**src/rtl/ls_agu_pkg.sv**
```systemverilog
package ls_agu_pkg;

  // Addressing-mode codes; codes 5..7 fall back to register-indirect.
  typedef enum logic [2:0] {
    AGU_INDIRECT = 3'd0,
    AGU_PRE      = 3'd1,
    AGU_PRE_WB   = 3'd2,
    AGU_POST     = 3'd3,
    AGU_PCREL    = 3'd4
  } agu_mode_e;

  // Decoded steering for one request.
  typedef struct packed {
    logic addr_from_pc;   // address comes from the biased program counter path
    logic addr_with_off;  // address comes from base + offset
    logic writeback;      // base register gets base + offset
  } agu_ctrl_t;

endpackage

```
**src/rtl/agu_mode_decode.sv**
```systemverilog
module agu_mode_decode
  import ls_agu_pkg::*;
(
  input  logic [2:0] mode,
  output agu_ctrl_t  ctrl
);

  always_comb begin
    ctrl = '0;
    case (mode)
      AGU_PRE:    ctrl.addr_with_off = 1'b1;
      AGU_PRE_WB: begin
        ctrl.addr_with_off = 1'b1;
        ctrl.writeback     = 1'b1;
      end
      AGU_POST:   ctrl.writeback     = 1'b1;
      AGU_PCREL:  ctrl.addr_from_pc  = 1'b1;
      default:    ctrl = '0;
    endcase
  end

endmodule

```
**src/rtl/agu_offset_adder.sv**
```systemverilog
module agu_offset_adder #(
  parameter int AW = 32,
  parameter int OW = 12
) (
  input  logic [AW-1:0] opnd,
  input  logic [OW-1:0] offset,
  input  logic          sub,
  output logic [AW-1:0] sum
);

  localparam int PAD = AW - OW;

  // Zero-extended immediate applied in either direction, modulo 2^AW.
  function automatic logic [AW-1:0] apply_off(input logic [AW-1:0] a,
                                              input logic [OW-1:0] o,
                                              input logic          s);
    logic [AW-1:0] ext;
    ext = {{PAD{1'b0}}, o};
    return s ? (a - ext) : (a + ext);
  endfunction

  assign sum = apply_off(opnd, offset, sub);

endmodule

```
**src/rtl/agu_out_stage.sv**
```systemverilog
module agu_out_stage #(
  parameter int AW = 32
) (
  input  logic          clk,
  input  logic          rst_n,
  input  logic          in_valid,
  input  logic [AW-1:0] in_addr,
  input  logic          in_byte,
  input  logic          in_wb_en,
  input  logic [AW-1:0] in_wb_data,
  output logic          q_valid,
  output logic [AW-1:0] q_addr,
  output logic          q_byte,
  output logic          q_wb_en,
  output logic [AW-1:0] q_wb_data
);

  always_ff @(posedge clk or negedge rst_n) begin
    if (!rst_n) begin
      q_valid   <= 1'b0;
      q_wb_en   <= 1'b0;
      q_addr    <= '0;
      q_byte    <= 1'b0;
      q_wb_data <= '0;
    end else begin
      q_valid <= in_valid;
      q_wb_en <= in_valid & in_wb_en;
      if (in_valid) begin
        q_addr    <= in_addr;
        q_byte    <= in_byte;
        q_wb_data <= in_wb_data;
      end
    end
  end

endmodule

```
**src/rtl/ls_agu_top.sv**
```systemverilog
module ls_agu_top
  import ls_agu_pkg::*;
#(
  parameter int ADDR_W  = 32,
  parameter int OFF_W   = 12,
  parameter int PC_BIAS = 8
) (
  input  logic              clk,
  input  logic              rst_n,
  input  logic              req_valid,
  input  logic [2:0]        req_mode,
  input  logic [ADDR_W-1:0] req_base,
  input  logic [ADDR_W-1:0] req_pc,
  input  logic [OFF_W-1:0]  req_offset,
  input  logic              req_sub,
  input  logic              req_byte,
  output logic              out_valid,
  output logic [ADDR_W-1:0] out_addr,
  output logic              out_byte,
  output logic              out_wb_en,
  output logic [ADDR_W-1:0] out_wb_data
);

  localparam int NPATH = 2;  // path 0: base register, path 1: biased PC

  // Program counter as seen by the instruction, ahead by the pipeline bias.
  function automatic logic [ADDR_W-1:0] bias_pc(input logic [ADDR_W-1:0] pc);
    return pc + ADDR_W'(PC_BIAS);
  endfunction

  agu_ctrl_t         ctrl;
  logic [ADDR_W-1:0] path_in  [NPATH];
  logic [ADDR_W-1:0] path_sum [NPATH];

  // Named internal events for the checker.
  logic [ADDR_W-1:0] sum_base;
  logic [ADDR_W-1:0] sum_pc;
  logic              ev_writeback;
  logic              ev_pc_path;
  logic [ADDR_W-1:0] nxt_addr;
  logic [ADDR_W-1:0] nxt_wb_data;

  agu_mode_decode u_dec (
    .mode (req_mode),
    .ctrl (ctrl)
  );

  assign path_in[0] = req_base;
  assign path_in[1] = bias_pc(req_pc);

  for (genvar g = 0; g < NPATH; g++) begin : g_path
    agu_offset_adder #(.AW(ADDR_W), .OW(OFF_W)) u_add (
      .opnd   (path_in[g]),
      .offset (req_offset),
      .sub    (req_sub),
      .sum    (path_sum[g])
    );
  end

  assign sum_base     = path_sum[0];
  assign sum_pc       = path_sum[1];
  assign ev_writeback = req_valid & ctrl.writeback;
  assign ev_pc_path   = req_valid & ctrl.addr_from_pc;

  always_comb begin
    if (ctrl.addr_from_pc)       nxt_addr = sum_pc;
    else if (ctrl.addr_with_off) nxt_addr = sum_base;
    else                         nxt_addr = req_base;
  end

  assign nxt_wb_data = ctrl.writeback ? sum_base : req_base;

  agu_out_stage #(.AW(ADDR_W)) u_out (
    .clk        (clk),
    .rst_n      (rst_n),
    .in_valid   (req_valid),
    .in_addr    (nxt_addr),
    .in_byte    (req_byte),
    .in_wb_en   (ctrl.writeback),
    .in_wb_data (nxt_wb_data),
    .q_valid    (out_valid),
    .q_addr     (out_addr),
    .q_byte     (out_byte),
    .q_wb_en    (out_wb_en),
    .q_wb_data  (out_wb_data)
  );

endmodule

```
**config.mk**
```make
export PLATFORM = sky130hd
export DESIGN_NAME = ls_agu_top
export DESIGN_NICKNAME = d
export VERILOG_FILES = /design/src/rtl/ls_agu_pkg.sv /design/src/rtl/agu_mode_decode.sv /design/src/rtl/agu_offset_adder.sv /design/src/rtl/agu_out_stage.sv /design/src/rtl/ls_agu_top.sv
export SDC_FILE = /design/constraint.sdc
export NUM_CORES = 1
export LEC_CHECK = 0
export ABC_AREA = 1
export BUFFER_PORTS_ARGS = -buffer_cell sky130_fd_sc_hd__buf_2
export CORE_ASPECT_RATIO = 1.1
export CORE_MARGIN = 2
export CORE_UTILIZATION = 53
export CTS_CLUSTER_SIZE = 25
export DETAILED_ROUTE_END_ITERATION = 16
export PLACE_DENSITY = 0.89
export SYNTH_ARGS = -nofsm -noshare
export SYNTH_HDL_FRONTEND = slang
export SYNTH_SLANG_ARGS = --single-unit
```
**constraint.sdc**
```tcl
create_clock -name clk -period 0.8 [get_ports clk]
set_input_delay 0.16 -clock clk [delete_from_list [all_inputs] [get_ports clk]]
set_output_delay 0.16 -clock clk [all_outputs]
set_load 0.02 [all_outputs]
```
==> results of run 1 <==
## synthesized netlist by cell type, types with 4 or more instances
| cell | n | area, sq um |
|---|---|---|
| o31ai_1 | 7 | 52.55 |
| ha_1 | 54 | 675.7 |
| nand2_2 | 29 | 181.4 |
| inv_2 | 12 | 45.04 |
| clkbuf_1 | 25 | 93.84 |
| a211oi_1 | 6 | 45.04 |
| nand3b_1 | 6 | 45.04 |
| nor3_1 | 26 | 130.1 |
| o21a_1 | 5 | 37.54 |
| dfrtp_1 | 67 | 1677 |
| nand2_1 | 377 | 1415 |
| nand3_1 | 116 | 580.6 |
| o21ai_0 | 64 | 320.3 |
| o211ai_1 | 24 | 180.2 |
| a21oi_1 | 110 | 550.5 |
| o21ai_1 | 5 | 25.02 |
| nand4_1 | 24 | 150.1 |
| xnor2_1 | 13 | 113.9 |
| nor2_1 | 158 | 593.1 |
| xor2_1 | 32 | 280.3 |
| nand3_2 | 9 | 90.09 |
| nor2_2 | 11 | 68.82 |
| inv_1 | 149 | 559.3 |
| a31oi_1 | 10 | 62.56 |
| buf_2 | 5 | 25.02 |
| buf_1 | 4 | 15.01 |
## stage by stage
step | TNS, ns | util, % | cell area, sq um | cells | hold WS [ns]
2_1_floorplan | -88.25 | - | 9246 | 1391 | -0.1356
3_3_place_gp | -121.30 | 81.65 | 12800 | 2061 | 0.1704
3_5_place_dp | -131.16 | 81.65 | 12800 | 2061 | 0.1785
4_1_cts | -120.75 | 96.18 | 15080 | 2138 | 0.005619
## layer usage
metal  overflow  track usage (%)
met2        671            113.6
met1         89            87.19
met5          8            65.88
met4        232            86.70
met3         81            82.13
## kinds of logic after synthesis
family | after synthesis
AO/OA/AOI/OAI | 248
XOR/XNOR | 45
adder cells (fa/ha/maj) | 56
buffers and inverters | 200
flip-flops | 67
AND/OR/NAND/NOR | 775
## repair_timing
action | 4_1_cts
pin swaps | 212
setup endpoints to repair | 131
hold buffers | 1
hold endpoints to repair | 67
setup buffers | 66
gates cloned | 0
gates resized for setup | 369
==> results.json, run 1 <==
{
  "pre_cts_ws_ns": -2.660,
  "yosysSeqAreaShare_pct": 19.85,
  "synthXorXnorAreaFrac_pct": 4.665,
  "avgSynthCellArea_sq_um": 6.073,
  "grt_pass1_wl_um": 120100,
  "synth_compound_area_share_pct": 16.80,
  "syn_nets": 1531,
  "ys_warn_count": 0,
  "syn_area_sq_um": 8448,
  "clock-sinks": 67,
  "cts_buffer_depth": 2,
  "overflow": 1081,
  "dp_hpwl_um": 30920,
  "io_pins": 151,
  "async_reset_ff_share_pct": 100.0,
  "stop_stage": "global routing",
  "root_buffer": "clkbuf_16",
  "synth_top_family_by_area": "simple AND/OR/NAND/NOR gates",
  "yosys_most_used_dff": "dfrtp_1",
  "synth_edf_count": 0,
  "grt_use_total_pct": 92.75,
  "synth_fa_ha_area_share_pct": 8.472,
  "rows": 48,
  "grt_max_degree": 39,
  "first-error": "[ERROR GRT-0116] Global routing finished with congestion. Check the congestion regions in the DRC Viewer.",
  "initial_core_util_pct": 53.90,
  "synth_cell_types": 52,
  "synth_mux_area_share_pct": 0,
  "die_h_um": 136.4,
  "port_buffers": 150,
  "cts_htree_levels": 3,
  "die_width_um": 124.4,
  "outcome": "did not finish",
  "synth-seq-cells": 67,
  "synthSimpleGateAreaFrac_pct": 41.13,
  "numCtsBuffers": 9,
  "synthCells": 1391,
  "gp_congestion": 1.107,
  "grt_pass1_vias": 18665
}
==> run 2: changes to the inputs <==
--- a/config.mk
+++ b/config.mk
@@ -7,12 +7,10 @@
 export LEC_CHECK = 0
 export ABC_AREA = 1
 export BUFFER_PORTS_ARGS = -buffer_cell sky130_fd_sc_hd__buf_2
-export CORE_ASPECT_RATIO = 1.1
 export CORE_MARGIN = 2
-export CORE_UTILIZATION = 53
-export CTS_CLUSTER_SIZE = 25
+export CORE_UTILIZATION = 40
 export DETAILED_ROUTE_END_ITERATION = 16
-export PLACE_DENSITY = 0.89
+export PLACE_DENSITY_LB_ADDON = 0.15
 export SYNTH_ARGS = -nofsm -noshare
 export SYNTH_HDL_FRONTEND = slang
 export SYNTH_SLANG_ARGS = --single-unit
==> constraint.sdc (replaced) <==
create_clock -name clk -period 1 [get_ports clk]
set_input_delay 0.2 -clock clk [delete_from_list [all_inputs] [get_ports clk]]
set_output_delay 0.2 -clock clk [all_outputs]
set_load 0.02 [all_outputs]
==> run 2 against run 1 <==
Against the previous run:
- area after synthesis did not move
- the flow now finishes, with violations (setup timing)
- synthesized cell count did not move
==> results.json, run 2 <==
{
  "crit_required_ns": 1.25,
  "core_sq_um": 20890,
  "cts_htree_levels": 3,
  "crit_path_end_kind": "flip-flop",
  "grt_use_total_pct": 34.42,
  "wirelength_um": 42970,
  "hold_viol": 0,
  "syn_area_sq_um": 8448,
  "synth_cell_types": 52,
  "max_freq_mhz": 343.9,
  "seqCellArea_sq_um": 1680,
  "ir_drop_v": 0.0009423,
  "postRouteAntennaNets": 0,
  "grt_pass1_vias": 11769,
  "max-cap-violations": 0,
  "rsz0062_at_grt": "true",
  "slew_viol_final": 0,
  "async_reset_ff_share_pct": 100.0,
  "yosysMostFrequentCell": "nand2_1",
  "synth-seq-cells": 67,
  "grt_max_degree": 68,
  "path_clk_slew_ns": 0.06,
  "final_common_cell": "buf_4",
  "clock-sinks": 67,
  "viasPerCell": 5.558,
  "total_power_mw": 18.43,
  "die_width_um": 149.3,
  "post-route-util_pct": 81.58,
  "post-route-period-util_pct": 290.8,
  "cts_tree": "done",
  "grt_pass1_wl_um": 59640,
  "firstDrtPassIters": 6,
  "hold_class": "in -> reg",
  "yosys_most_used_dff": "dfrtp_1",
  "die_h_um": 149.3,
  "p_per_area_nw_per_um2": 1082,
  "violations": "setup timing",
  "outcome": "finished, violations left",
  "synth_common_cells": "nand2_1, nor2_1, inv_1",
  "root_buffer": "clkbuf_16",
  "rows": 53,
  "io_pins": 151,
  "final.fill_count": 1304,
  "crit_fanout": 3,
  "wl_per_cell_um": 18.84,
  "synthCells": 1391,
  "avgSynthCellArea_sq_um": 6.073,
  "synth_top_area_share_pct": 19.85,
  "crit_arrival_ns": 3.16,
  "antenna_cells": 0,
  "overflow": 0,
  "initial_core_util_pct": 40.44,
  "grt_antenna_before_repair": 0,
  "post-route-min-period_ns": 2.908,
  "syn_nets": 1531,
  "synth_top_family_by_area": "simple AND/OR/NAND/NOR gates",
  "path_class": "in -> reg",
  "yosys.area.top_type": "dfrtp_1",
  "setup_viol": 130,
  "synthSimpleGateAreaFrac_pct": 41.13,
  "yosysSeqAreaShare_pct": 19.85,
  "port_buffers": 150,
  "synthXorXnorAreaFrac_pct": 4.665,
  "drc_errors": 0,
  "synth_mux_area_share_pct": 0,
  "p_leak_nw": 8.152,
  "reg_top3": "u_out.q_addr x32, u_out.q_wb_data x32",
  "cp-start-kind": "primary input",
  "synth_compound_area_share_pct": 16.80,
  "multi_input_area_sq_um": 8695,
  "die-area_sq_um": 22300,
  "areaGrowthSynthToFinish_pct": 101.7,
  "synth_edf_count": 0,
  "cts_buffer_depth": 2,
  "numCtsBuffers": 9,
  "clock_skew_ns": 0,
  "tightest_slew_ns": 0.3897,
  "gp_congestion": 1.036,
  "pre_cts_ws_ns": -2.264,
  "layout_setup_ws_ns": -1.908,
  "most-common-layout-cells": "buf_4, nand2_1, buf_6",
  "vias": 12673,
  "whs_ns": 0.04236,
  "ys_top_cells_by_area": "dfrtp_1, nand2_1, ha_1",
  "dp_hpwl_um": 29080,
  "clk_latency_ns": 0.35,
  "drive_gt1_share_pct": 58.25,
  "final_nets": 2140,
  "relSlewSlack_pct": 74.02,
  "drt-initial-drc-count": 1231,
  "synth_fa_ha_area_share_pct": 8.472,
  "ys_warn_count": 0
}
## run 2: cell counts after synthesis
No cell type changed its count.
## run 2: kinds of logic after synthesis
logic type,after synthesis
simple gates,775
compound gates,248
fa+ha+maj,56
flops,67
xor+xnor,45
buf+inv,200
## run 2: layout make-up
| type | instances | share of cell area (%) |
|---|---|---|
| multi-input cells | 1124 | 51.02 |
| repair buffers | 634 | 31.32 |
| flip-flops and latches | 67 | 9.861 |
| inverters | 164 | 3.899 |
| well taps | 275 | 2.019 |
| clock buffers | 10 | 1.344 |
| clock inverters | 6 | 0.5287 |
## run 2: worst paths after layout
| path | startpoint | end | slack, ns | depth (start not counted) |
|---|---|---|---|---|
| setup / recovery | req_pc[3] | u_out.q_addr[20] | -1.91 | 23 |
| hold / removal | req_byte | u_out.q_byte | 0.04 | 3 |
| setup reg to reg | u_out.q_addr[13] | u_out.q_addr[13] | 0.13 | 3 |
| hold reg to reg | u_out.q_wb_data[5] | u_out.q_wb_data[5] | 0.49 | 2 |
| max in group asynchronous | rst_n | u_out.q_addr[24] | 0.25 | 3 |
| min in group asynchronous | rst_n | u_out.q_wb_data[0] | 0.40 | 3 |
## run 2: worst max-delay path, cell delays in order
cell and delay, ns:
buf_8 0.09, nand3_4 0.08, nor2_4 0.09, nand4_2 0.09, nor2_2 0.12, and3_4 0.21, nand3_4 0.07, buf_4 0.15
buf_4 0.13, xor2_1 0.14, ha_1 0.35, nand2_1 0.15, buf_4 0.18, nor2_4 0.13, inv_2 0.10, nor2_4 0.14
nand4_1 0.18, nand3_1 0.12, nand2_1 0.08, nand3_1 0.13, nand2_1 0.11, nand2_1 0.08, nand2_1 0.04
## run 2: layer usage
layer | share of wire [%] | track usage [%] | up-vias
met3 | 7.6 | 3.517 | 184
met5 | 0 | 0 | -
met2 | 47 | 58.16 | 690
met1 | 39 | 44.68 | 5938
met4 | 5.8 | 14.76 | 0
li1 | - | - | 5861
## run 2: report_power, final
part | internal [mW] | switching [mW]
clock network | 2.19 | 1.41
logic | 5.41 | 6.02
registers | 3.08 | 0.330
## run 2: timing repair
| item | in CTS | in global routing |
|---|---|---|
| hold buffers | 1 | 0 |
| setup buffers | 69 | 33 |
| pin swaps | 185 | 168 |
| resized for setup | 501 | 212 |
| hold endpoints to repair | 67 | 0 |
| endpoints found under the setup margin | 130 | 131 |
## run 2: metrics by stage
step                instance area [sq um]  instances  TNS (ns)
detailed placement                  13240       2174   -113.20
global placement                    13240       2174   -111.49
floorplan                            9193       1391    -78.18
finish                              17040       2280    -95.60
CTS                                 15980       2256    -88.24
global route                        17040       2280   -103.67
Power figures use the tool's default switching activity.
